`config.mk`:
```
export PLATFORM = sky130hd
export DESIGN_NAME = prc_rate_ctrl
export DESIGN_NICKNAME = d
export VERILOG_FILES = /design/src/rtl/prc_pkg.sv /design/src/rtl/prc_port_slot.sv /design/src/rtl/prc_pair_merge.sv /design/src/rtl/prc_rate_ctrl.sv
export SDC_FILE = /design/constraint.sdc
export NUM_CORES = 1
export LEC_CHECK = 0
export ABC_AREA = 1
export BUFFER_PORTS_ARGS = -buffer_cell sky130_fd_sc_hd__clkbuf_2
export CORE_MARGIN = 2
export CORE_UTILIZATION = 47
export DETAILED_ROUTE_END_ITERATION = 6
export PLACE_DENSITY = 0.9
export SYNTH_ARGS = -nofsm -noshare
export SYNTH_HDL_FRONTEND = slang
export SYNTH_SLANG_ARGS = --single-unit
```
`constraint.sdc`:
```
create_clock -name clk -period 1.29 [get_ports clk]
set_input_delay 0.258 -clock clk [delete_from_list [all_inputs] [get_ports clk]]
set_output_delay 0.258 -clock clk [all_outputs]
set_load 0.01 [all_outputs]
```
`src/rtl/prc_pkg.sv`:
```
package prc_pkg;

    localparam int RATE_W = 2;

    typedef logic [RATE_W-1:0] rate_t;

    localparam rate_t RATE_BAD  = 2'b11;
    localparam rate_t RATE_SAFE = 2'b00;

    typedef struct packed {
        logic  pd;
        rate_t rate;
        logic  err;
        logic  pend;
    } slot_t;

    function automatic logic rate_ok(input rate_t r);
        return r != RATE_BAD;
    endfunction

endpackage

```
`src/rtl/prc_port_slot.sv`:
```
module prc_port_slot
    import prc_pkg::*;
#(
    parameter int PORT_IDX = 0,
    parameter int IDX_W    = 2
) (
    input  logic             clk,
    input  logic             rst_n,
    input  rate_t            boot_rate,
    input  logic             boot_pd,
    input  logic             boot_busy,
    input  logic             wr_en,
    input  logic [IDX_W-1:0] wr_port,
    input  logic             wr_pd_en,
    input  logic             wr_pd,
    input  logic             wr_rate_en,
    input  rate_t            wr_rate,
    input  logic             err_clr,
    output logic             pd_o,
    output rate_t            rate_o,
    output logic             err_o,
    output logic             restart_o
);

    localparam logic [IDX_W-1:0] MY_IDX = IDX_W'(PORT_IDX);

    slot_t slot_d, slot_q;
    logic  hit, reject, issue;

    always_comb begin
        slot_d = slot_q;
        hit    = wr_en && (wr_port == MY_IDX);
        issue  = slot_q.pend && !boot_busy && !slot_q.pd;
        reject = 1'b0;

        // rate field is judged against the power state before this write
        if (hit && wr_rate_en) begin
            if (slot_q.pd && rate_ok(wr_rate)) begin
                slot_d.rate = wr_rate;
            end else begin
                reject = 1'b1;
            end
        end

        if (err_clr) begin
            slot_d.err = 1'b0;
        end
        if (reject) begin
            slot_d.err = 1'b1;
        end

        if (hit && wr_pd_en) begin
            slot_d.pd = wr_pd;
        end

        if (issue) begin
            slot_d.pend = 1'b0;
        end
        if (slot_q.pd && !slot_d.pd) begin
            slot_d.pend = 1'b1;
        end
        if (slot_d.pd) begin
            slot_d.pend = 1'b0;
        end
    end

    always_ff @(posedge clk) begin
        if (!rst_n) begin
            slot_q <= '{pd: boot_pd, rate: boot_rate, err: 1'b0, pend: 1'b0};
        end else begin
            slot_q <= slot_d;
        end
    end

    assign pd_o      = slot_q.pd;
    assign rate_o    = slot_q.rate;
    assign err_o     = slot_q.err;
    assign restart_o = issue;

endmodule

```
`src/rtl/prc_pair_merge.sv`:
```
module prc_pair_merge
    import prc_pkg::*;
#(
    parameter int NUM_PAIRS = 2
) (
    input  rate_t [2*NUM_PAIRS-1:0] cfg_rate,
    input  logic  [NUM_PAIRS-1:0]   pair_1x,
    output rate_t [2*NUM_PAIRS-1:0] out_rate
);

    for (genvar k = 0; k < NUM_PAIRS; k++) begin : g_pair
        assign out_rate[2*k]   = cfg_rate[2*k];
        assign out_rate[2*k+1] = pair_1x[k] ? cfg_rate[2*k] : cfg_rate[2*k+1];
    end

endmodule

```
`src/rtl/prc_rate_ctrl.sv`:
```
module prc_rate_ctrl
    import prc_pkg::*;
#(
    parameter  int NUM_PORTS = 4,
    localparam int NUM_PAIRS = NUM_PORTS / 2,
    localparam int IDX_W     = (NUM_PORTS > 1) ? $clog2(NUM_PORTS) : 1
) (
    input  logic                   clk,
    input  logic                   rst_n,
    input  logic [1:0]             strap_rate,
    input  logic [NUM_PORTS-1:0]   strap_pwrdn,
    input  logic                   boot_busy,
    input  logic [NUM_PAIRS-1:0]   pair_1x,
    input  logic                   wr_en,
    input  logic [IDX_W-1:0]       wr_port,
    input  logic                   wr_pd_en,
    input  logic                   wr_pd,
    input  logic                   wr_rate_en,
    input  logic [1:0]             wr_rate,
    input  logic [NUM_PORTS-1:0]   err_clr,
    input  logic [IDX_W-1:0]       rd_port,
    output logic [2*NUM_PORTS-1:0] eff_rate,
    output logic [NUM_PORTS-1:0]   pwrdn,
    output logic [NUM_PORTS-1:0]   init_en,
    output logic [NUM_PORTS-1:0]   restart,
    output logic [NUM_PORTS-1:0]   rate_err,
    output logic                   strap_bad,
    output logic                   rd_pwrdn,
    output logic [1:0]             rd_rate,
    output logic                   rd_err
);

    typedef struct packed {
        logic strap_bad;
    } top_t;

    top_t  top_d, top_q;
    rate_t boot_rate;
    rate_t [NUM_PORTS-1:0] cfg_rate;
    rate_t [NUM_PORTS-1:0] out_rate;

    assign boot_rate = rate_ok(strap_rate) ? strap_rate : RATE_SAFE;

    always_comb begin
        top_d = top_q;
    end

    always_ff @(posedge clk) begin
        if (!rst_n) begin
            top_q.strap_bad <= !rate_ok(strap_rate);
        end else begin
            top_q <= top_d;
        end
    end

    for (genvar p = 0; p < NUM_PORTS; p++) begin : g_port
        prc_port_slot #(
            .PORT_IDX (p),
            .IDX_W    (IDX_W)
        ) slot_i (
            .clk        (clk),
            .rst_n      (rst_n),
            .boot_rate  (boot_rate),
            .boot_pd    (strap_pwrdn[p]),
            .boot_busy  (boot_busy),
            .wr_en      (wr_en),
            .wr_port    (wr_port),
            .wr_pd_en   (wr_pd_en),
            .wr_pd      (wr_pd),
            .wr_rate_en (wr_rate_en),
            .wr_rate    (wr_rate),
            .err_clr    (err_clr[p]),
            .pd_o       (pwrdn[p]),
            .rate_o     (cfg_rate[p]),
            .err_o      (rate_err[p]),
            .restart_o  (restart[p])
        );

        assign init_en[p]          = !pwrdn[p] && !boot_busy;
        assign eff_rate[2*p +: 2]  = out_rate[p];
    end

    prc_pair_merge #(
        .NUM_PAIRS (NUM_PAIRS)
    ) merge_i (
        .cfg_rate (cfg_rate),
        .pair_1x  (pair_1x),
        .out_rate (out_rate)
    );

    assign strap_bad = top_q.strap_bad;
    assign rd_pwrdn  = pwrdn[rd_port];
    assign rd_rate   = out_rate[rd_port];
    assign rd_err    = rate_err[rd_port];

endmodule

```
# Word level (Yosys, flattened, before mapping)
# Index checks and enable logic that the tools add are counted.
# op_classes
order_cmp	1
n_eq_ne	13
n_mux	53
bitwise_logic	1
reduce_logical	59
# op_table
operator	count
1-bit two-way mux	34
1-bit logical AND	32
2-bit two-way mux	12
5-bit two-way mux	4
2-bit by 1-bit != test with 1-bit output, second input constant	8
2-bit nonzero test	8
1-bit zero test	10
2-bit AND reduction	4
2-bit OR reduction	4
1-bit binary-select mux with 2-bit select	2
2-bit binary-select mux with 2-bit select	1
2-bit equality test, second input constant	2
2-bit != test, second input constant	2
2-bit by 3-bit < comparator with 1-bit output, second input constant	1
2-bit by 1-bit equality test with 1-bit output, second input constant	1
2-bit zero test	1
1-bit inverter	1
# word_totals
input_bits	25
output_inout_bits	29
register_bits	21
word_cells	144

# Depth between registers and ports, before layout
# logic_depth
depth_word	9
mapped_depth	8
mapped_depth_nobuf	7

# Hierarchy
# From an unflattened synthesis, not the netlist that was laid out.
# hier_totals
cells_unflattened	224
hier_area_um2	1443.9
# by_module_without_submodules
module	n_inst	seq_area_each_um2	area_each_um2	cells_each
prc_port_slot at g_port[1].slot_i ...	3	120.1	272.8	36
prc_port_slot at g_port[0].slot_i	1	120.1	277.8	39
prc_rate_ctrl	1	30.0	265.3	59
prc_pair_merge	1	0.0	82.6	18

# Worst setup path after synthesis
# Ideal clock, no wire load.
# synth_path
path_type	reg-to-output
start	reg g_port[3].slot_i.slot_q (netlist bit g_port[3].slot_i.rate_o[1])
end	out rd_rate[1]
setup_slack_ns	0.018
path_buffers	0
path_stages_with_launch	5
arrival_time_ns	1.014
required_ns	1.032
path_cell_list	edfxtp_1 inv_1 o21ai_0 nand2_1 a22oi_1
# synth_between
elab_chain_cells	3
# synth_rtl
item	line	text
start: declaration	prc_port_slot.sv:27	slot_t slot_d, slot_q;
start signal: assignment	prc_port_slot.sv:69	slot_q <= '{pd: boot_pd, rate: boot_rate, err: 1'b0, pend: 1'b0};
start signal: assignment	prc_port_slot.sv:71	slot_q <= slot_d;
2-bit two-way mux	prc_pair_merge.sv:13	assign out_rate[2*k+1] = pair_1x[k] ? cfg_rate[2*k] : cfg_rate[2*k+1];
net eff_rate[7]	prc_rate_ctrl.sv:22	output logic [2*NUM_PORTS-1:0] eff_rate,
2-bit binary-select mux with 2-bit select	prc_rate_ctrl.sv:93	assign rd_rate = out_rate[rd_port];
2-bit two-way mux (implied by the code)	prc_rate_ctrl.sv:93	
end: declaration	prc_rate_ctrl.sv:29	output logic [1:0] rd_rate,
# The timed path passes the listed nets, and every way through them passes these cells. The select of a mux whose other input is x is not followed.

# Worst setup path after layout
# layout_path
start	reg g_port[2].slot_i.slot_q (netlist bit g_port[2].slot_i.rate_o[1])
end	out rd_rate[1]
# layout_between
elab_chain_cells	3
# layout_rtl
item	line
start: declaration	prc_port_slot.sv:27
start signal: assignment	prc_port_slot.sv:69
start signal: assignment	prc_port_slot.sv:71
2-bit two-way mux	prc_pair_merge.sv:13
2-bit binary-select mux with 2-bit select (*)	prc_rate_ctrl.sv:93
2-bit two-way mux (implied by the code) (*)	prc_rate_ctrl.sv:93
# Every way passes the cells marked *; elsewhere a longest branch is shown, timed or not. The select of a mux whose other input is x is not followed.

==> results.toml <==
[clocking]
cts_buffers = 3
clk_pin_slew_ns = 0.11
cts_sinks = 21
clock-root-buffer = "clkbuf_4"
clockBufferDepth = 2
hold_buffers = 0
clk-insertion-delay-late_ns = 0.29
htree_levels = 1
cts_tree = "yes"

[final_layout]
fillCellCount = 237
stdcell_count = 269
area_growth_pct = 29.0
antenna_cells = 0
drive_gt1_frac = 0.399
nNetsFinal = 264
fin_util = 0.626
fin_area_sq_um = 1680

[global_routing]
track_usage = 0.200
overflow = 0
grt_max_degree = 12
grt_pass1_vias = 1279
grt_pass1_wl_um = 5150
grt_antenna_before_repair = 0

[synth]
synth_top_family_by_area = "simple AND/OR/NAND/NOR gates"
synth_compound_area_frac = 0.146
synthXorXnorAreaFrac = 0
yosys_warnings = 0
syn-cell-area_sq_um = 1300
synth_mux_area_frac = 0
synth_nets = 212
ys_ff_latch = 21
synth_adder_area_share = 0
yosys.cell_types.count = 23
seq_area_frac_synth = 0.392
postSynthCellCount = 187
avgSynthCellArea_sq_um = 6.97
synth_simple_gate_area_frac = 0.271

[run_status]
status = "complete, but fails checks"
violations = "setup timing"

[sta]
worst_pin_slew_ns = 0.351
setup_viol = 5
rsz0062_at_grt = "true"
relSlewSlack = 0.764
period_share = 1.15
min_period_ns = 1.48
finalMaxSlewViolations = 0
hold_viol_final = 0
fmax_mhz = 676
skew_ns = 0.000796
fin_ws_ns = -0.190
tns_ns = -0.527

[floorplanning]
fp-row-count = 19
fp.dieW_um = 56.6
core_area_sq_um = 2690
initial_core_util = 0.485
ios = 54
die-area_sq_um = 3210
fp.dieH_um = 56.6

[place]
port_buffers = 53
dp_hpwl_um = 2290
gp_congestion = 0.850
dp_cells = 261
placed_cell_area_sq_um = 1550
dp_slack_ns = -0.0107

[drt]
ant_nets = 0
vias = 1325
routedWlPerCell_um = 10.8
vias_per_cell = 4.93
drtPass1Iterations = 4
wl_um = 2920
drcViolationCount = 0
drtIter0Drc = 57

[setup_path]
cp.arrival_ns = 1.22
cp_cell_sequence = "buf_4 -> a21oi_2 -> a22oi_2 -> buf_2"
r2r_slack_ns = 0.12
critPathMaxFanout = 2
critPathSlowestCell = "edfxtp_1"
worstReg2RegEnd = "g_port[1].slot_i.rate_o[1]"
cpPeakStageDelay_ns = 0.41
required_ns = 1.03
worst-setup-path-type = "flip-flop to output pin"
crit_path_end_kind = "output pin"
critPathLaunchType = "flip-flop"
worstSetupStartpoint = "g_port[2].slot_i.rate_o[1]"
r2r-start = "g_port[1].slot_i.pd_o"
rr_worst_depth = 4
cp_num_cells = 4
critPathBufInv = 2
crit_family = "flip-flops"
setup.worst_path.end = "rd_rate[1]"

[flow_run]
drv_cap = 0

[min_path]
hp-class = "input port to flip-flop"

[power_and_ir_drop]
p_per_area_nw_per_um2 = 873
ir_drop_mv = 0.578
power.leakage_uw = 0.000852
==> kinds of logic (layout without fill, tap and decap cells) <==
group                  count (synthesis)  after routing
flip-flops                            21             21
buffers and inverters                 48             99
AND/OR/NAND/NOR                       84             84
AO/OA/AOI/OAI                         34             34
==> layer usage <==
layer  track usage  wire (um)  vias to the layer above
li1              -          -                      692
met1         0.234       1190                      589
met2         0.359       1540                       40
met3        0.0323        157                        4
met4        0.0782         23                        0
met5             0          0                        -
==> power by group <==
group | total (uW) | leakage, uW | internal, uW | switching, uW
clock network | 302 | 0.0000150 | 120 | 182
registers | 762 | 0.000191 | 737 | 24.3
logic | 404 | 0.000647 | 178 | 227
==> metrics by stage <==
| stage | hold slack (ns) | power (uW) |
|---|---|---|
| floorplan | 0.371 | 989 |
| global placement | 0.466 | 1120 |
| detailed placement | 0.472 | 1130 |
| CTS | 0.160 | 1450 |
| global route | 0.183 | 1560 |
| finish | 0.162 | 1470 |
==> layout by cell type (no fill, tap or decap) <==
master,netlist,routed
clkbuf_2,1,41
nand2_1,38,38
inv_1,25,25
nor2_1,28,23
buf_4,17,12
buf_2,3,11
a21oi_1,10,9
edfxtp_1,9,9
nand3_1,8,8
o21ai_0,13,7
nor2_2,2,6
dfxtp_2,0,6
o31ai_1,5,5
nand4_1,5,5
dfxtp_1,12,5
buf_6,0,5
o21ai_2,0,4
o21ai_1,2,4
clkbuf_4,0,3
o22ai_1,2,2
inv_2,1,1
nor3_2,0,1
nand3_2,1,1
a21oi_2,0,1
a22oi_2,0,1
nor2b_1,1,1
nor2_4,0,1
o21bai_1,1,1
clkbuf_1,1,1
dfxtp_4,0,1
==> state kept, by name, indices dropped and copies added (netlist names) <==
name                  count
g_port.slot_i.rate_o      8
g_port.slot_i.pd_o        4
strap_bad                 1
g_port.slot_i.err_o       4
g_port.slot_i.slot_q      4
==> final cells by class <==
cell class	instances	area [sq um]	area share
clock buffer	4	26.3	0.0156
inverter	26	97.6	0.0581
multi-input combinational	118	589	0.351
sequential	21	522	0.310
tap	31	38.8	0.0231
timing repair buffer	69	407	0.242
==> Yosys cell counts <==
master / n / area, sq um
a22oi_1: 1 / 7.51
nor2b_1: 1 / 6.26
nor2_2: 2 / 12.5
clkbuf_2: 1 / 5.00
nand4_1: 5 / 31.3
o22ai_1: 2 / 12.5
clkbuf_1: 1 / 3.75
nor3_1: 1 / 5.00
buf_2: 3 / 15.0
edfxtp_1: 9 / 270
nand3_2: 1 / 10.0
nor2_1: 28 / 105
nand2_1: 38 / 143
o21ai_1: 2 / 10.0
o31ai_1: 5 / 37.5
o21bai_1: 1 / 7.51
buf_4: 17 / 128
a21oi_1: 10 / 50.1
nand3_1: 8 / 40.0
dfxtp_1: 12 / 240
o21ai_0: 13 / 65.1
inv_2: 1 / 3.75
inv_1: 25 / 93.8
==> worst reg2reg max path: cells and delay by family, from the launching register on <==
family | cells | cell delay [ns]
flip-flops | 1 | 0.35
buffers and inverters | 2 | 0.27
AND/OR/NAND/NOR | 1 | 0.07
AO/OA/AOI/OAI | 1 | 0.22
==> how the worst min path moves through the flow <==
stage	start	endpoint	slack, ns	cells past startpoint
global placement	strap_pwrdn[0]	g_port[0].slot_i.pd_o	0.47	3
finish	strap_pwrdn[0]	g_port[0].slot_i.pd_o	0.16	3
global route	strap_pwrdn[0]	g_port[0].slot_i.pd_o	0.18	3
CTS	strap_pwrdn[0]	g_port[0].slot_i.pd_o	0.16	3
detailed placement	strap_pwrdn[1]	g_port[1].slot_i.pd_o	0.47	3
floorplan	strap_pwrdn[0]	g_port[0].slot_i.pd_o	0.37	2
==> what timing repair did <==
action / in CTS / in global routing
resized for setup: 23 / 21
pin swaps: 3 / 5
endpoints found under the setup margin: 13 / 16
buffers inserted: 3 / 2
(Power assumes the default switching activity.)
